===== config.mk =====
export PLATFORM = sky130hd
export DESIGN_NAME = page_stage_commit
export DESIGN_NICKNAME = d
export VERILOG_FILES = /design/src/rtl/psc_pkg.sv /design/src/rtl/psc_cursor.sv /design/src/rtl/psc_stage_buf.sv /design/src/rtl/psc_commit_seq.sv /design/src/rtl/page_stage_commit.sv
export SDC_FILE = /design/constraint.sdc
export NUM_CORES = 1
export LEC_CHECK = 0
export BUFFER_PORTS_ARGS = -buffer_cell sky130_fd_sc_hd__buf_2
export CAP_MARGIN = 10
export CORE_MARGIN = 2
export CORE_UTILIZATION = 45
export CTS_CLUSTER_SIZE = 40
export DETAILED_ROUTE_END_ITERATION = 8
export PLACE_DENSITY = 0.63
export SYNTH_ARGS = -nofsm -noshare
export SYNTH_HDL_FRONTEND = slang
export SYNTH_HIERARCHICAL = 1
export SYNTH_SLANG_ARGS = --single-unit

===== constraint.sdc =====
create_clock -name clk -period 5.4 [get_ports clk]
set_input_delay 0.54 -clock clk [delete_from_list [all_inputs] [get_ports clk]]
set_output_delay 0.54 -clock clk [all_outputs]
set_load 0.02 [all_outputs]

===== src/rtl/psc_pkg.sv =====
package psc_pkg;

    localparam int PSC_ADDR_W = 14;
    localparam int PSC_OFF_W  = 6;
    localparam int PSC_DATA_W = 8;

    // Action taken by the control path in one cycle
    typedef enum logic [2:0] {
        ACT_NONE,
        ACT_DROP,
        ACT_OPEN,
        ACT_COMMIT,
        ACT_CLOSE,
        ACT_LOAD
    } act_e;

    // Priority: busy blocks all, then abort, open, end, load
    function automatic act_e psc_decide(
        input logic busy,
        input logic active,
        input logic any_marked,
        input logic abort_req,
        input logic open_req,
        input logic end_req,
        input logic load_req
    );
        act_e a;
        a = ACT_NONE;
        if (busy) begin
            a = ACT_NONE;
        end else if (abort_req) begin
            a = ACT_DROP;
        end else if (open_req) begin
            a = ACT_OPEN;
        end else if (end_req && active) begin
            a = any_marked ? ACT_COMMIT : ACT_CLOSE;
        end else if (load_req && active) begin
            a = ACT_LOAD;
        end
        return a;
    endfunction

endpackage


===== src/rtl/psc_cursor.sv =====
module psc_cursor #(
    parameter int ADDR_W = 14,
    parameter int OFF_W  = 6,
    localparam int PAGE_W = ADDR_W - OFF_W
) (
    input  logic              clk,
    input  logic              rst,
    input  logic              open_en,
    input  logic              step_en,
    input  logic [ADDR_W-1:0] open_addr,
    output logic [PAGE_W-1:0] page,
    output logic [OFF_W-1:0]  off
);
    logic [PAGE_W-1:0] page_q;
    logic [OFF_W-1:0]  off_q;

    always_ff @(posedge clk) begin
        if (rst) begin
            page_q <= '0;
            off_q  <= '0;
        end else if (open_en) begin
            page_q <= open_addr[ADDR_W-1:OFF_W];
            off_q  <= open_addr[OFF_W-1:0];
        end else if (step_en) begin
            // natural rollover keeps the offset inside the page
            off_q <= off_q + 1'b1;
        end
    end

    assign page = page_q;
    assign off  = off_q;
endmodule


===== src/rtl/psc_stage_buf.sv =====
module psc_stage_buf #(
    parameter int OFF_W  = 6,
    parameter int DATA_W = 8,
    localparam int DEPTH = 1 << OFF_W
) (
    input  logic              clk,
    input  logic              rst,
    input  logic              clr,
    input  logic              wr_en,
    input  logic [OFF_W-1:0]  wr_off,
    input  logic [DATA_W-1:0] wr_data,
    input  logic [OFF_W-1:0]  rd_off,
    output logic [DATA_W-1:0] rd_data,
    output logic              rd_marked,
    output logic              any_marked
);
    logic [DEPTH-1:0]  mark_vec;
    logic [DATA_W-1:0] byte_arr [DEPTH];

    for (genvar g = 0; g < DEPTH; g++) begin : g_slot
        logic              hit;
        logic              mark_q;
        logic [DATA_W-1:0] byte_q;

        assign hit = wr_en && (wr_off == OFF_W'(g));

        always_ff @(posedge clk) begin
            if (rst || clr) begin
                mark_q <= 1'b0;
            end else if (hit) begin
                mark_q <= 1'b1;
            end
        end

        always_ff @(posedge clk) begin
            if (hit) begin
                byte_q <= wr_data;
            end
        end

        assign mark_vec[g] = mark_q;
        assign byte_arr[g] = byte_q;
    end

    assign rd_data    = byte_arr[rd_off];
    assign rd_marked  = mark_vec[rd_off];
    assign any_marked = |mark_vec;
endmodule


===== src/rtl/psc_commit_seq.sv =====
module psc_commit_seq #(
    parameter int OFF_W     = 6,
    parameter int WR_CYCLES = 500000,
    localparam int SLOTS    = 1 << OFF_W,
    localparam int SPAN     = (WR_CYCLES < SLOTS) ? SLOTS : WR_CYCLES,
    localparam int CNT_W    = $clog2(SPAN + 1)
) (
    input  logic             clk,
    input  logic             rst,
    input  logic             go,
    output logic             busy,
    output logic             scan_on,
    output logic [OFF_W-1:0] scan_idx,
    output logic             done
);
    localparam logic [CNT_W-1:0] LAST_CNT  = CNT_W'(SPAN - 1);
    localparam logic [CNT_W-1:0] SLOTS_CNT = CNT_W'(SLOTS);

    logic             busy_q;
    logic [CNT_W-1:0] cnt_q;

    assign done = busy_q && (cnt_q == LAST_CNT);

    always_ff @(posedge clk) begin
        if (rst) begin
            busy_q <= 1'b0;
            cnt_q  <= '0;
        end else if (!busy_q) begin
            if (go) begin
                busy_q <= 1'b1;
                cnt_q  <= '0;
            end
        end else if (done) begin
            busy_q <= 1'b0;
            cnt_q  <= '0;
        end else begin
            cnt_q <= cnt_q + 1'b1;
        end
    end

    assign busy     = busy_q;
    assign scan_on  = busy_q && (cnt_q < SLOTS_CNT);
    assign scan_idx = cnt_q[OFF_W-1:0];
endmodule


===== src/rtl/page_stage_commit.sv =====
module page_stage_commit
    import psc_pkg::*;
#(
    parameter int ADDR_W    = PSC_ADDR_W,
    parameter int OFF_W     = PSC_OFF_W,
    parameter int DATA_W    = PSC_DATA_W,
    parameter int WR_CYCLES = 500000
) (
    input  logic              clk,
    input  logic              rst,
    input  logic              start_i,
    input  logic [ADDR_W-1:0] start_addr_i,
    input  logic              load_i,
    input  logic [DATA_W-1:0] load_data_i,
    input  logic              stop_i,
    input  logic              abort_i,
    output logic              busy_o,
    output logic              mem_we_o,
    output logic [ADDR_W-1:0] mem_addr_o,
    output logic [DATA_W-1:0] mem_wdata_o
);
    localparam int PAGE_W = ADDR_W - OFF_W;

    act_e              act;
    logic              active_q;
    logic              busy;
    logic              any_marked;
    logic              rd_marked;
    logic [DATA_W-1:0] rd_data;
    logic [PAGE_W-1:0] page;
    logic [OFF_W-1:0]  off;
    logic              scan_on;
    logic [OFF_W-1:0]  scan_idx;
    logic              done;

    always_comb begin
        act = psc_decide(busy, active_q, any_marked,
                         abort_i, start_i, stop_i, load_i);
    end

    always_ff @(posedge clk) begin
        if (rst) begin
            active_q <= 1'b0;
        end else begin
            unique case (act)
                ACT_OPEN:                        active_q <= 1'b1;
                ACT_DROP, ACT_COMMIT, ACT_CLOSE: active_q <= 1'b0;
                default:                         active_q <= active_q;
            endcase
        end
    end

    psc_cursor #(
        .ADDR_W (ADDR_W),
        .OFF_W  (OFF_W)
    ) i_cursor (
        .clk       (clk),
        .rst       (rst),
        .open_en   (act == ACT_OPEN),
        .step_en   (act == ACT_LOAD),
        .open_addr (start_addr_i),
        .page      (page),
        .off       (off)
    );

    psc_stage_buf #(
        .OFF_W  (OFF_W),
        .DATA_W (DATA_W)
    ) i_stage (
        .clk        (clk),
        .rst        (rst),
        .clr        ((act == ACT_DROP) || (act == ACT_OPEN) || done),
        .wr_en      (act == ACT_LOAD),
        .wr_off     (off),
        .wr_data    (load_data_i),
        .rd_off     (scan_idx),
        .rd_data    (rd_data),
        .rd_marked  (rd_marked),
        .any_marked (any_marked)
    );

    psc_commit_seq #(
        .OFF_W     (OFF_W),
        .WR_CYCLES (WR_CYCLES)
    ) i_commit (
        .clk      (clk),
        .rst      (rst),
        .go       (act == ACT_COMMIT),
        .busy     (busy),
        .scan_on  (scan_on),
        .scan_idx (scan_idx),
        .done     (done)
    );

    assign busy_o      = busy;
    assign mem_we_o    = scan_on && rd_marked;
    assign mem_addr_o  = {page, scan_idx};
    assign mem_wdata_o = rd_data;
endmodule


Yosys cells after proc, flatten, opt, wreduce, memory -nomap -nowiden
Cells that the tools add are included.
Widths: inputs -> output; s select.
{"block": "op_classes", "addsub": 2, "magnitude_cmp": 3, "eq_ne": 69, "n_mux": 20, "bitwise": 1, "reduce_logical": 78}
{"cell": "$eq 6x6->1 const B", "count": 32}
{"cell": "$eq 6x5->1 const B", "count": 16}
{"cell": "$logic_and 1x1->1", "count": 69}
{"cell": "$reduce_or 64->1", "count": 1}
{"cell": "$mux 19", "count": 3}
{"cell": "$bmux 8 s6", "count": 1}
{"cell": "$eq 6x4->1 const B", "count": 8}
{"cell": "$eq 6x3->1 const B", "count": 4}
{"cell": "$add 19x1->19 const B", "count": 1}
{"cell": "$eq 19x19->1 const B", "count": 1}
{"cell": "$lt 19x7->1 const B", "count": 1}
{"cell": "$mux 3", "count": 6}
{"cell": "$mux 8", "count": 2}
{"cell": "$eq 6x2->1 const B", "count": 2}
{"cell": "$mux 6", "count": 2}
{"cell": "$ge 7x7->1 const B", "count": 1}
{"cell": "$lt 6x7->1 const B", "count": 1}
{"cell": "$not 6->7", "count": 1}
{"cell": "$add 6x1->6 const B", "count": 1}
{"cell": "$bmux 1 s6", "count": 1}
{"cell": "$eq 3x2->1 const B", "count": 2}
{"cell": "$eq 3x3->1 const B", "count": 2}
{"cell": "$eq 6x1->1 const B", "count": 1}
{"cell": "$logic_not 6->1", "count": 1}
{"cell": "other kinds (6)", "count": 13}
{"block": "totals", "regBits": 611, "out_inout_bits": 24, "wordCells": 306}

Logic depth before layout (Yosys ltp)
{"block": "depth", "ltp_word": 10, "ltp_mapped": 10, "ltp_nobuf": 9}

By module
The synthesis kept the hierarchy.
{"mod": "psc_stage_buf", "n_inst": 1, "cells_each": 1097, "area_each_um2": 22385.2, "seq_area_each_um2": 16656.0}
{"mod": "psc_commit_seq", "n_inst": 1, "cells_each": 153, "area_each_um2": 1241.2, "seq_area_each_um2": 400.4}
{"mod": "psc_cursor", "n_inst": 1, "cells_each": 61, "area_each_um2": 596.8, "seq_area_each_um2": 280.3}
{"mod": "page_stage_commit", "n_inst": 1, "cells_each": 12, "area_each_um2": 106.4, "seq_area_each_um2": 20.0}

Least setup slack after synthesis
No wires, ideal clock.
{"block": "synth_path", "path_kind": "register to output", "from": "register i_commit.cnt_q[4]", "to": "output mem_wdata_o[1]", "arrival_ps": 2339, "required_ps": 4860, "setup_slack_ps": 2521, "stages_incl_launch_ff": 7, "n_path_buf": 4, "path_cell_list": "dfxtp_1 -> buf_4 -> buf_2 -> buf_1 -> clkbuf_1 -> a2111oi_0 -> o41ai_1"}
{"block": "synth_between", "elab_chain_len": 4}
{"item": "start, declared", "line_no": "psc_commit_seq.sv:20", "source": "logic [CNT_W-1:0] cnt_q;"}
{"item": "start signal, assigned", "line_no": "psc_commit_seq.sv:37", "source": "cnt_q <= cnt_q + 1'b1;"}
{"item": "$not 6->7 (not written as such)", "line_no": "psc_stage_buf.sv:45", "source": "assign rd_data = byte_arr[rd_off];"}
{"item": "$bmux 8 s6", "line_no": "psc_stage_buf.sv:45"}
{"item": "$mux 8 (not written as such) (2 in a row)", "line_no": "psc_stage_buf.sv:45"}
{"item": "end, declared", "line_no": "page_stage_commit.sv:20", "source": "output logic [DATA_W-1:0] mem_wdata_o"}
Every way passes these cells. The select of a mux whose other input is x is not followed.

Worst setup path in the final report
{"block": "layout_path", "from": "register i_commit.cnt_q[0]", "to": "output mem_wdata_o[7]"}
The elaborated chain is that of the path after synthesis.

==> flow_summary.rst <==
.. list-table::
   :header-rows: 1

   * - Metric
     - Value
   * - Final critical-path required period
     - 4.35 ns
   * - Number of global-route vias before repair
     - 12909
   * - ANT cells
     - 0
   * - GRT Util Overall
     - 20.6%
   * - Average vias per placed instance
     - 5.99
   * - Sequential cell area
     - 17400 sq um
   * - Most used DFF post-synth
     - sky130_fd_sc_hd__edfxtp_1
   * - Share of the clock period used by the worst path after layout
     - 80.6%
   * - Detailed placer's ending HPWL
     - 34700 um
   * - Post-synthesis cell area
     - 24300 sq um
   * - Post-synth ARST share
     - 0%
   * - Arrival @ worst endpoint
     - 3.81 ns
   * - Final setup TNS
     - 0 ns
   * - Die area
     - 55900 sq um
   * - GR Overflow Total
     - 0
   * - Count of input and output buffers
     - 51
   * - Total clock sinks
     - 611
   * - RePlAce Congestion
     - 0.828
   * - Setup-failing EPs final
     - 0
   * - Number of max-cap violations
     - 0
   * - Number of buffers on the longest clock path
     - 3
   * - Endpoint kind of the worst setup timing path
     - output port
   * - Residual DRC
     - 0
   * - Clock-pin slew on the worst setup and hold paths
     - 0.06 ns
   * - CTS Buf Count
     - 60
   * - Switching component of the power
     - 0.00187 W
   * - Final Max Tran Viols
     - 0
   * - Pin count of the biggest net entering global routing
     - 65
   * - Insertion delay of the later-clocked pin in the worst-skew pair
     - 0.62 ns
   * - Clock power frac
     - 45.3%
   * - Post-CTS setup buffers
     - 0
   * - Worst Max-Slew Pin Slew
     - 1.30 ns
   * - Hold-fix buffer count after cts
     - 0
   * - Horizontal extent of the die
     - 237 um
   * - Internal power of the cells
     - 0.00772 W
   * - Pre-antenna DRT Iters
     - 5
   * - Die height
     - 237 um
   * - Area growth from synthesis to layout
     - 12.5%
   * - Max Clk Rate
     - 230 MHz
   * - Most frequent standard cell in the layout excluding fill and tap cells
     - sky130_fd_sc_hd__edfxtp_1
   * - Post-synthesis average cell area
     - 18.4 sq um
   * - Area of the core region
     - 53600 sq um
   * - Share of the yosys chip area belonging to registers
     - 71.3%
   * - Post-synthesis register bit count
     - 611
   * - Vias after detailed routing
     - 12827
   * - Worst Setup Path Type
     - reg2out
   * - Share of post-route cells with drive strength above 1
     - 24.4%
   * - Logic gate share of total power
     - 1.4%
   * - Hold slack final
     - 0.158 ns
   * - Highest fanout seen on the critical path
     - 41
   * - Initial antenna violation count
     - 2
   * - Initial cell density of the core
     - 45.4%
   * - I/O pin cnt
     - 52
   * - Number of flops mapped to enable cells by yosys
     - 512
   * - Area of combinational cells with multiple inputs
     - 6490 sq um
   * - Root Buffer
     - sky130_fd_sc_hd__clkbuf_16
   * - CP startpoint kind
     - flop
   * - Final-stage net count
     - 1423
   * - Depth of the CTS H-tree
     - 2
   * - Routed Wire Length
     - 57100 um
   * - Unrepaired setup endpoints after global routing
     - no
   * - Post-cts resize count
     - 0
   * - Critical path buffer and inverter count
     - 2
   * - Switching portion of total power
     - 19.5%
   * - Post-route clock skew
     - 0.0180 ns
   * - Antenna viol nets, final
     - 0
   * - First-pass GRT wire length
     - 84600 um
   * - Worst Hold Class
     - in2reg
   * - TritonCTS clock tree
     - done
   * - Synth Warn #
     - 6
   * - Crit path max-delay family
     - multiplexers
   * - Post-synthesis net count
     - 1353
   * - Crit-path most repeated cell
     - sky130_fd_sc_hd__mux4_2
   * - Library cells used by synthesis
     - 65
   * - Leakage power total
     - 8.41 nW
   * - Count of routing violations after the opening detailed-route iteration
     - 1431
   * - Slew margin rel.
     - 13.0%
   * - Sequential power share
     - 53.3%
   * - Worst endpoint required time
     - 4.86 ns
   * - Endpoints failing hold
     - 0
   * - Post-detailed-route wirelength per cell
     - 26.7 um
   * - Outcome
     - finished, final reports clean
   * - Most frequent cells in the layout
     - 512 x sky130_fd_sc_hd__edfxtp_1, 151 x sky130_fd_sc_hd__mux4_2, 95 x sky130_fd_sc_hd__dfxtp_1
   * - Total number of placement rows
     - 85
   * - Post-Syn Instances
     - 1323
   * - Critical Path Max Stage Delay
     - 0.85 ns
   * - Ordered cell list for the critical path
     - buf_4 > mux4_2 > mux4_2 > o21ai_1 > o41ai_1 > buf_2
   * - Final core area utilization
     - 51.1%
   * - Fill cells
     - 4341
   * - Pwr dens
     - 351 nW/um^2
   * - Master of the slowest instance on the critical path
     - sky130_fd_sc_hd__dfxtp_4
   * - IR Drop Worst-Case VDD
     - 0.241 mV
==> state kept, by name (all words and copies together) (netlist names) <==
name and flops:
i_cursor/page 8, active_q 1, i_stage/g_slot.byte_q 512, i_cursor/off 6
i_commit/cnt_q 19, i_stage/g_slot.mark_q 64, i_commit/busy 1
==> power groups by stage <==
stage | Clock, W | Sequential (W) | Combinational [W]
floorplan | 0 | 0.00522 | 0.0000345
global placement | 0 | 0.00522 | 0.000129
detailed placement | 0 | 0.00522 | 0.000135
CTS | 0.00443 | 0.00512 | 0.000134
global route | 0.00459 | 0.00511 | 0.000148
finish | 0.00434 | 0.00512 | 0.000135
==> Yosys cell counts (all sizes together), types with 5 or more instances <==
| cell | n | area, sq um |
|---|---|---|
| and3 | 5 | 31.3 |
| nor3 | 7 | 35.0 |
| nand4 | 9 | 62.6 |
| o221ai | 6 | 52.6 |
| o41ai | 5 | 43.8 |
| inv | 9 | 33.8 |
| a31oi | 5 | 31.3 |
| o22ai | 8 | 50.1 |
| buf | 50 | 350 |
| nor2b | 16 | 100 |
| mux4 | 151 | 3400 |
| nand2 | 39 | 146 |
| or3 | 5 | 31.3 |
| a22o | 6 | 52.6 |
| a2111oi | 7 | 67.6 |
| a21oi | 16 | 83.8 |
| o21a | 68 | 510 |
| nand3b | 11 | 82.6 |
| nor2 | 93 | 349 |
| edfxtp | 512 | 15400 |
| mux2i | 42 | 420 |
| xnor2 | 5 | 43.8 |
| o21ai | 18 | 90.1 |
| dfxtp | 99 | 1980 |
| clkbuf | 27 | 101 |
| and2 | 5 | 31.3 |
| nand3 | 25 | 138 |
| nor4 | 23 | 174 |
==> final timing paths <==
kind	from	end	slack (ns)	depth (start not counted)
worst max register to register	i_commit/busy$_SDFF_PP0_	i_stage/g_slot[26].byte_q[4]$_DFFE_PP_	1.93	4
worst min-delay path	start_addr_i[9]	i_cursor/page[3]$_SDFFE_PP0P_	0.16	3
worst min register to register	i_stage/g_slot[2].mark_q$_SDFFE_PP0P_	i_stage/g_slot[2].mark_q$_SDFFE_PP0P_	0.49	1
worst max-delay path	i_commit/cnt_q[0]$_SDFFE_PP0P_	mem_wdata_o[7]	1.05	6
==> cell type report <==
class / instances / area share (%)
Multi-Input combinational cell: 626 / 23.7
Tap cell: 696 / 3.18
Clock buffer: 83 / 6.09
Sequential cell: 611 / 63.5
Inverter: 9 / 0.123
Timing Repair Buffer: 85 / 1.96
Clock inverter: 30 / 1.45
==> kinds of logic (layout without fill, tap and decap cells) <==
| kind of cell | after synthesis | in the layout | synth area share [%] |
|---|---|---|---|
| fa+ha+maj | 2 | 2 | 0.103 |
| xor+xnor | 7 | 7 | 0.252 |
| buf+inv | 86 | 207 | 2.00 |
| mux | 195 | 195 | 15.8 |
| flops | 611 | 611 | 71.3 |
| compound gates | 164 | 164 | 4.94 |
| simple gates | 258 | 258 | 5.57 |
==> through the flow <==
| step | cells | area [sq um] | setup slack, ns | power (W) |
|---|---|---|---|---|
| 6_report | 2140 | 27400 | 1.05 | 0.00960 |
| 5_1_grt | 2140 | 27400 | 0.802 | 0.00985 |
| 4_1_cts | 2138 | 27300 | 0.949 | 0.00968 |
| 3_5_place_dp | 2025 | 25300 | 1.65 | 0.00535 |
| 3_3_place_gp | 2025 | 25300 | 1.67 | 0.00535 |
| 2_1_floorplan | 1323 | 24300 | 2.52 | 0.00525 |
==> routing by layer <==
metal / part of all wire [%] / global-route usage (%) / vias to the layer above
li1: - / - / 5521
met1: 43 / 28.8 / 6735
met2: 47 / 32.3 / 455
met3: 7.3 / 4.49 / 112
met4: 2.9 / 6.50 / 4
met5: 0.12 / 0.693 / -
==> worst register-to-register path, delay by kind of cell (launching register included) <==
| family | cells | cell delay, ns |
|---|---|---|
| and+or+nand+nor | 4 | 2.58 |
| DFF | 1 | 0.52 |
No activity file was read; power rests on OpenSTA's default activity.
